$ cat config.mk
export PLATFORM = sky130hd
export DESIGN_NAME = dram_rfsh_seq
export DESIGN_NICKNAME = d
export VERILOG_FILES = /design/src/rtl/dram_rfsh_pkg.sv /design/src/rtl/dram_rfsh_timer.sv /design/src/rtl/dram_rfsh_backlog.sv /design/src/rtl/dram_rfsh_cbr_engine.sv /design/src/rtl/dram_rfsh_seq.sv
export SDC_FILE = /design/constraint.sdc
export NUM_CORES = 1
export LEC_CHECK = 0
export ABC_AREA = 1
export BUFFER_PORTS_ARGS = -buffer_cell sky130_fd_sc_hd__buf_4
export CAP_MARGIN = 20
export CORE_MARGIN = 3
export CORE_UTILIZATION = 25
export CTS_CLUSTER_SIZE = 10
export DETAILED_ROUTE_END_ITERATION = 12
export MAX_ROUTING_LAYER = met4
export PLACE_DENSITY = 0.39
export SLEW_MARGIN = 20
export SYNTH_ARGS = -nofsm -noshare
export SYNTH_HDL_FRONTEND = slang
export SYNTH_SLANG_ARGS = --single-unit
$ cat constraint.sdc
create_clock -name clk -period 2.67 [get_ports clk]
set_input_delay 0.267 -clock clk [delete_from_list [all_inputs] [get_ports clk]]
set_output_delay 0.267 -clock clk [all_outputs]
set_load 0.01 [all_outputs]
$ cat src/rtl/dram_rfsh_pkg.sv
`timescale 1ns/1ps
package dram_rfsh_pkg;

    typedef enum logic [2:0] {
        PH_IDLE = 3'd0,
        PH_PRE  = 3'd1,
        PH_CSU  = 3'd2,
        PH_RLO  = 3'd3,
        PH_CHI  = 3'd4,
        PH_REC  = 3'd5
    } cbr_phase_e;

    typedef enum logic [1:0] {
        MD_PAUSE = 2'd0,
        MD_INIT  = 2'd1,
        MD_RUN   = 2'd2
    } seq_mode_e;

    // Nanosecond limit to whole clocks, rounded up, never below one
    function automatic int ns_to_cycles(input int ns, input int mhz);
        int c;
        c = (ns * mhz + 999) / 1000;
        if (c < 1) c = 1;
        return c;
    endfunction

endpackage

$ cat src/rtl/dram_rfsh_timer.sv
`timescale 1ns/1ps
module dram_rfsh_timer #(
    parameter int PERIOD = 781
) (
    input  logic clk,
    input  logic rst_n,
    input  logic en,
    output logic tick
);
    localparam int CW = (PERIOD > 1) ? $clog2(PERIOD) : 1;

    typedef struct packed {
        logic [CW-1:0] cnt;
    } tmr_s;

    tmr_s st_d, st_q;

    always_comb begin
        tick     = en && (st_q.cnt == CW'(PERIOD - 1));
        st_d.cnt = (!en || tick) ? '0 : st_q.cnt + 1'b1;
    end

    always_ff @(posedge clk or negedge rst_n) begin
        if (!rst_n) st_q <= '0;
        else        st_q <= st_d;
    end

    generate
        if (PERIOD > 1) begin : g_chk
            // a tick is never followed by another tick on the next clock
            assert_tick_isolated_R8: assert property (@(posedge clk) disable iff (!rst_n)
                tick |=> !tick);
        end
    endgenerate

endmodule

$ cat src/rtl/dram_rfsh_backlog.sv
`timescale 1ns/1ps
module dram_rfsh_backlog #(
    parameter int MAXCNT = 3
) (
    input  logic clk,
    input  logic rst_n,
    input  logic en,
    input  logic inc,
    input  logic dec,
    output logic nonzero
);
    localparam int CW = $clog2(MAXCNT + 1);
    localparam logic [CW-1:0] TOP = CW'(MAXCNT);

    typedef struct packed {
        logic [CW-1:0] cnt;
    } blog_s;

    blog_s st_d, st_q;

    always_comb begin
        st_d = st_q;
        if (!en) begin
            st_d.cnt = '0;
        end else begin
            case ({inc, dec})
                2'b10: if (st_q.cnt != TOP) st_d.cnt = st_q.cnt + 1'b1;
                2'b01: if (st_q.cnt != '0)  st_d.cnt = st_q.cnt - 1'b1;
                default: ;
            endcase
        end
        nonzero = (st_q.cnt != '0);
    end

    always_ff @(posedge clk or negedge rst_n) begin
        if (!rst_n) st_q <= '0;
        else        st_q <= st_d;
    end

    assert_backlog_grows_R9: assert property (@(posedge clk) disable iff (!rst_n)
        (en && inc && !dec && st_q.cnt != TOP) |=> (st_q.cnt == $past(st_q.cnt) + CW'(1)));

    assert_backlog_caps_R9: assert property (@(posedge clk) disable iff (!rst_n)
        (en && inc && !dec && st_q.cnt == TOP) |=> (st_q.cnt == TOP));

endmodule

$ cat src/rtl/dram_rfsh_cbr_engine.sv
`timescale 1ns/1ps
module dram_rfsh_cbr_engine
    import dram_rfsh_pkg::*;
#(
    parameter int RP_CYC   = 2,
    parameter int CSR_CYC  = 1,
    parameter int CHR_CYC  = 1,
    parameter int RASL_CYC = 3
) (
    input  logic clk,
    input  logic rst_n,
    input  logic start,
    output logic busy,
    output logic done,
    output logic ras_lvl,
    output logic cas_lvl
);
    localparam int L_PRE = RP_CYC;
    localparam int L_CSU = CSR_CYC;
    localparam int L_RLO = CHR_CYC;
    localparam int L_CHI = (RASL_CYC > CHR_CYC) ? (RASL_CYC - CHR_CYC) : 1;
    localparam int L_REC = RP_CYC;
    localparam int L_M1  = (L_PRE > L_CSU) ? L_PRE : L_CSU;
    localparam int L_M2  = (L_RLO > L_CHI) ? L_RLO : L_CHI;
    localparam int L_MAX = (L_M1 > L_M2) ? L_M1 : L_M2;
    localparam int CW    = $clog2(L_MAX + 1);

    typedef struct packed {
        cbr_phase_e    phase;
        logic [CW-1:0] cnt;
    } eng_s;

    eng_s st_d, st_q;
    logic at_end;

    function automatic logic [CW-1:0] last_of(input cbr_phase_e p);
        case (p)
            PH_PRE:  return CW'(L_PRE - 1);
            PH_CSU:  return CW'(L_CSU - 1);
            PH_RLO:  return CW'(L_RLO - 1);
            PH_CHI:  return CW'(L_CHI - 1);
            PH_REC:  return CW'(L_REC - 1);
            default: return '0;
        endcase
    endfunction

    function automatic cbr_phase_e next_of(input cbr_phase_e p);
        case (p)
            PH_PRE:  return PH_CSU;
            PH_CSU:  return PH_RLO;
            PH_RLO:  return PH_CHI;
            PH_CHI:  return PH_REC;
            default: return PH_IDLE;
        endcase
    endfunction

    always_comb begin
        st_d   = st_q;
        at_end = (st_q.cnt == last_of(st_q.phase));
        done   = 1'b0;
        if (st_q.phase == PH_IDLE) begin
            if (start) begin
                st_d.phase = PH_PRE;
                st_d.cnt   = '0;
            end
        end else if (at_end) begin
            st_d.phase = next_of(st_q.phase);
            st_d.cnt   = '0;
            done       = (st_q.phase == PH_REC);
        end else begin
            st_d.cnt = st_q.cnt + 1'b1;
        end
        busy    = (st_q.phase != PH_IDLE);
        ras_lvl = !((st_q.phase == PH_RLO) || (st_q.phase == PH_CHI));
        cas_lvl = !((st_q.phase == PH_CSU) || (st_q.phase == PH_RLO));
    end

    always_ff @(posedge clk or negedge rst_n) begin
        if (!rst_n) st_q <= '0;
        else        st_q <= st_d;
    end

    // RAS may only fall while CAS has already been low for a clock
    assert_cas_leads_ras_R4: assert property (@(posedge clk) disable iff (!rst_n)
        $fell(ras_lvl) |-> (!cas_lvl && !$past(cas_lvl)));

    // CAS returns high while RAS is still low
    assert_cas_rises_under_ras_R4: assert property (@(posedge clk) disable iff (!rst_n)
        $rose(cas_lvl) |-> !ras_lvl);

    assert_done_releases_R6: assert property (@(posedge clk) disable iff (!rst_n)
        done |=> !busy);

endmodule

$ cat src/rtl/dram_rfsh_seq.sv
`timescale 1ns/1ps
module dram_rfsh_seq
    import dram_rfsh_pkg::*;
#(
    parameter int CLK_MHZ      = 50,
    parameter int PAUSE_US     = 200,
    parameter int INIT_CYCLES  = 8,
    parameter int RETENTION_US = 32000,
    parameter int ROWS         = 2048,
    parameter int T_RP_NS      = 40,
    parameter int T_CSR_NS     = 5,
    parameter int T_CHR_NS     = 10,
    parameter int T_RAS_NS     = 60,
    parameter int PEND_MAX     = 3,
    parameter int NUM_RAS      = 4,
    parameter int NUM_CAS      = 4
) (
    input  logic               clk,
    input  logic               rst_n,
    input  logic               bus_gnt,
    output logic               bus_req,
    output logic               mem_ready,
    output logic               strobe_oe,
    output logic [NUM_RAS-1:0] ras_n,
    output logic [NUM_CAS-1:0] cas_n,
    output logic               we_n
);
    localparam int PAUSE_CYC = CLK_MHZ * PAUSE_US;
    localparam int REF_CYC   = (CLK_MHZ * RETENTION_US) / ROWS;
    localparam int RP_CYC    = ns_to_cycles(T_RP_NS, CLK_MHZ);
    localparam int CSR_CYC   = ns_to_cycles(T_CSR_NS, CLK_MHZ);
    localparam int CHR_CYC   = ns_to_cycles(T_CHR_NS, CLK_MHZ);
    localparam int RASL_CYC  = ns_to_cycles(T_RAS_NS, CLK_MHZ);
    localparam int IW        = $clog2(INIT_CYCLES + 1);

    typedef struct packed {
        seq_mode_e     mode;
        logic [IW-1:0] left;
        logic          ready;
    } ctl_s;

    ctl_s ctl_d, ctl_q;

    logic pause_tick, ref_tick, backlog_nz;
    logic eng_start, eng_busy, eng_done, eng_ras, eng_cas;

    dram_rfsh_timer #(.PERIOD(PAUSE_CYC)) u_pause (
        .clk(clk), .rst_n(rst_n), .en(ctl_q.mode == MD_PAUSE), .tick(pause_tick)
    );

    dram_rfsh_timer #(.PERIOD(REF_CYC)) u_interval (
        .clk(clk), .rst_n(rst_n), .en(ctl_q.mode == MD_RUN), .tick(ref_tick)
    );

    dram_rfsh_backlog #(.MAXCNT(PEND_MAX)) u_backlog (
        .clk(clk), .rst_n(rst_n), .en(ctl_q.mode == MD_RUN),
        .inc(ref_tick), .dec(eng_done && (ctl_q.mode == MD_RUN)),
        .nonzero(backlog_nz)
    );

    dram_rfsh_cbr_engine #(
        .RP_CYC(RP_CYC), .CSR_CYC(CSR_CYC), .CHR_CYC(CHR_CYC), .RASL_CYC(RASL_CYC)
    ) u_engine (
        .clk(clk), .rst_n(rst_n), .start(eng_start), .busy(eng_busy),
        .done(eng_done), .ras_lvl(eng_ras), .cas_lvl(eng_cas)
    );

    always_comb begin
        ctl_d = ctl_q;
        case (ctl_q.mode)
            MD_PAUSE: begin
                if (pause_tick) begin
                    ctl_d.mode = MD_INIT;
                    ctl_d.left = IW'(INIT_CYCLES);
                end
            end
            MD_INIT: begin
                if (eng_done) begin
                    if (ctl_q.left == IW'(1)) begin
                        ctl_d.mode  = MD_RUN;
                        ctl_d.ready = 1'b1;
                        ctl_d.left  = '0;
                    end else begin
                        ctl_d.left = ctl_q.left - 1'b1;
                    end
                end
            end
            default: ;
        endcase

        bus_req   = (ctl_q.mode == MD_INIT) || ((ctl_q.mode == MD_RUN) && backlog_nz);
        eng_start = bus_req && bus_gnt && !eng_busy;
    end

    always_ff @(posedge clk or negedge rst_n) begin
        if (!rst_n) ctl_q <= '0;
        else        ctl_q <= ctl_d;
    end

    assign mem_ready = ctl_q.ready;
    assign strobe_oe = eng_busy;
    assign ras_n     = {NUM_RAS{eng_ras}};
    assign cas_n     = {NUM_CAS{eng_cas}};
    assign we_n      = 1'b1;

    assert_oe_needs_req_R6: assert property (@(posedge clk) disable iff (!rst_n)
        strobe_oe |-> bus_req);

    assert_ready_sticky_R3: assert property (@(posedge clk) disable iff (!rst_n)
        mem_ready |=> mem_ready);

    assert_quiet_in_pause_R2: assert property (@(posedge clk) disable iff (!rst_n)
        (ctl_q.mode == MD_PAUSE) |-> (!strobe_oe && !mem_ready));

    assert_req_held_R7: assert property (@(posedge clk) disable iff (!rst_n)
        (strobe_oe && !eng_done) |=> bus_req);

endmodule

==> reports/qor.txt <==
status -> completed
net switching power -> 232 µW
count of boundary I/O pins -> 15
Crit. End Element -> flip-flop
ANT cells -> 0
root buf cell -> clkbuf_8
vias in the first global route -> 1,608
Layout area overhead -> 11.0%
Reg2Reg Launch Point -> u_interval.st_q[0]$_DFF_PN0_
maximum clock rate -> 493 MHz
core area -> 8760 µm²
Finished Cell Area -> 2510 µm²
grt ovf -> 0
placer's final routability congestion estimate -> 0.767
Clock Power Share -> 45.6%
min cycle time layout -> 2.03 ns
CTS-repair resized insts -> 0
Synth Cell Area -> 2260 µm²
DRC -> 0
CP startpoint kind -> flip-flop
area leader, netlist -> dfrtp_1
Leakage Power -> 0.00112 µW
Placed Instance Area -> 2390 µm²
IO buf count -> 13
Initial Utilization -> 25.8%
number of H-tree levels -> 2
layout cells sized above 1 -> 15.4%
Worst Tran Pin Value -> 0.513 ns
max-cap violation count -> 0
Syn Inst Count -> 282
Inserted Clock Buffers -> 5
DR WL/cell -> 11.0 µm
Sink Count -> 38
Total GRT Usage -> 9.38%
most frequent cells in the layout -> nand2_1 (59), nor2_1 (40), dfrtp_1 (38), nand3_1 (28), inv_1 (26)
Synth top area share -> 42.1%
RSZ-0062 raised after global routing -> false
Hold Crit Endpoint -> u_engine.st_q[3]$_DFFE_PN0P_
row count -> 34
sequential power share -> 53.0%
post-CTS setup buffers -> 0
R2R depth -> 13
critical path class -> flip-flop to flip-flop
final slew viol count -> 0
Yosys reg bits -> 38
switching part of the total power -> 21.3%
commonest non-fill, non-tap cell in the layout -> nand2_1
post-synthesis sequential area ratio -> 42.1%
clk slew on worst S/H paths -> 0.08 ns
Worst Hold Depth -> 4
combinational share of power -> 1.4%
Final nets -> 301
worst min path class -> input port to flip-flop
DP Wirelength -> 3170 µm
CTS Buffer Depth -> 2
worst path cell trace -> inv_1, ha_1, nor3b_1, nand3_1, nor2_1, inv_1, ha_1, nand2_1, nand2_1, nor2_1, nand3_1, nand2_1, nor2_1
Hold Startpoint -> bus_gnt
CP peak stage delay -> 0.45 ns
vias -> 1,710
Synth cell types -> 33
Slew headroom -> 65.8%
Vias/cell -> 4.28
period utilisation layout -> 76.0%
drt initial violations -> 32
Hold Buf Count CTS -> 1
synth warn -> 0
Worst VDD drop -> 162 µV
# setup viols final -> 0
Post-Syn Nets -> 292
DR pass1 iterations -> 4
worst path arrival time -> 2.22 ns
ranking of synthesized cells by area -> dfrtp_1 (42%), nand2_1 (9.8%), nor2_1 (6.6%), nand3_1 (6.2%), xor2_1 (4.6%)
Setup TNS Final -> 0 ns
Worst Skew -> 0.00517 ns
clk_lat worst skew -> 0.29 ns
largest net degree at the start of global routing -> 39
CP max FO -> 7
R2R setup slack -> 0.64 ns
CP required -> 2.86 ns
Power per Cell Area -> 432 nW/µm²
Int Power -> 853 µW
Die Y-Extent -> 101 µm
ANT nets after route -> 0
first-pass GRT wire length -> 7470 µm
chip width -> 101 µm
slowest CP cell -> dfrtp_1
reg-to-reg endpoint -> u_backlog.st_q[1]$_DFFE_PN0P_
routed wire length -> 4390 µm
Total Die Area -> 10,200 µm²
Final Hold Viols -> 0
initial antenna violation count -> 0
Syn Area/Cell -> 8.02 µm²
clock tree from TritonCTS -> built
cell type report:
type	count	area, µm²
Clock buffer	5	68.8
Inverter	29	109
Sequential cell	38	951
Fill cell	962	6250
Tap cell	108	135
Multi-Input combinational cell	203	1100
Timing Repair Buffer	14	108
Clock inverter	3	40.0
per-stage QoR:
stage,util (%),setup slack (ns),hold WS [ns],instances,total power [µW]
2_1_floorplan,-,0.857,-0.0286,282,588
3_3_place_gp,27.3,0.737,0.289,391,602
3_5_place_dp,27.3,0.683,0.288,391,602
4_1_cts,28.6,0.638,0.298,400,1110
5_1_grt,28.6,0.409,0.335,400,1140
6_report,28.6,0.641,0.309,400,1080
flip-flops by register name, indices dropped and copies added (netlist names):
register and flops:
u_interval.st_q 10, mem_ready 1, ctl_q 6, u_engine.st_q 5, u_pause.st_q 14, u_backlog.st_q 2
routing by layer:
layer  wire length (µm)  part of all wire, %  GRT usage [%]
met1               2240                   51           12.2
met2               1950                   44           14.1
met3                140                  3.2           2.28
met4                 67                  1.5           3.37
met5                  0                    0              -
worst max path at each step:
stage / end / depth (start not counted) / slack (ns) / startpoint
finish: u_backlog.st_q[1]$_DFFE_PN0P_ / 13 / 0.64 / u_interval.st_q[0]$_DFF_PN0_
global route: u_backlog.st_q[1]$_DFFE_PN0P_ / 13 / 0.41 / u_interval.st_q[0]$_DFF_PN0_
CTS: u_backlog.st_q[1]$_DFFE_PN0P_ / 13 / 0.64 / u_interval.st_q[0]$_DFF_PN0_
detailed placement: u_backlog.st_q[0]$_DFFE_PN0P_ / 12 / 0.68 / u_interval.st_q[0]$_DFF_PN0_
global placement: u_backlog.st_q[0]$_DFFE_PN0P_ / 12 / 0.74 / u_interval.st_q[0]$_DFF_PN0_
floorplan: u_backlog.st_q[0]$_DFFE_PN0P_ / 12 / 0.86 / u_interval.st_q[0]$_DFF_PN0_
worst max-delay path, delay by kind of cell, from the launching register on:
family,cells,cell delay (ns)
DFF,1,0.45
adders and majority gates,2,0.34
and+or+nand+nor,9,1.01
buffers and inverters,2,0.14
synthesized netlist by cell type (all sizes together):
| master | number |
|---|---|
| nand2 | 63 |
| nor2 | 52 |
| dfrtp | 38 |
| nand3 | 30 |
| inv | 29 |
| buf | 12 |
| xor2 | 12 |
| nor3 | 8 |
| ha | 7 |
| nand4 | 7 |
| o21ai | 7 |
| a21oi | 5 |
| o211ai | 2 |
| or2 | 2 |
| xnor2 | 2 |
| conb | 1 |
| nand3b | 1 |
| nor3b | 1 |
| o21a | 1 |
| o21bai | 1 |
| o22ai | 1 |
kinds of logic after synthesis:
kind of cell	share of synthesized area (%)
AND/OR/NAND/NOR	34.7
buffers and inverters	9.35
flip-flops	42.1
AO/OA/AOI/OAI	4.43
XOR/XNOR	5.42
adder cells (fa/ha/maj)	3.87
other	0.166
power groups by stage:
| stage | Sequential (µW) | Clock, µW | Combinational [µW] |
|---|---|---|---|
| floorplan | 587 | 0 | 1.70 |
| global placement | 586 | 0 | 15.9 |
| detailed placement | 586 | 0 | 16.0 |
| CTS | 575 | 521 | 17.0 |
| global route | 575 | 544 | 18.9 |
| finish | 575 | 494 | 15.4 |
Power figures use the tool's default switching activity.
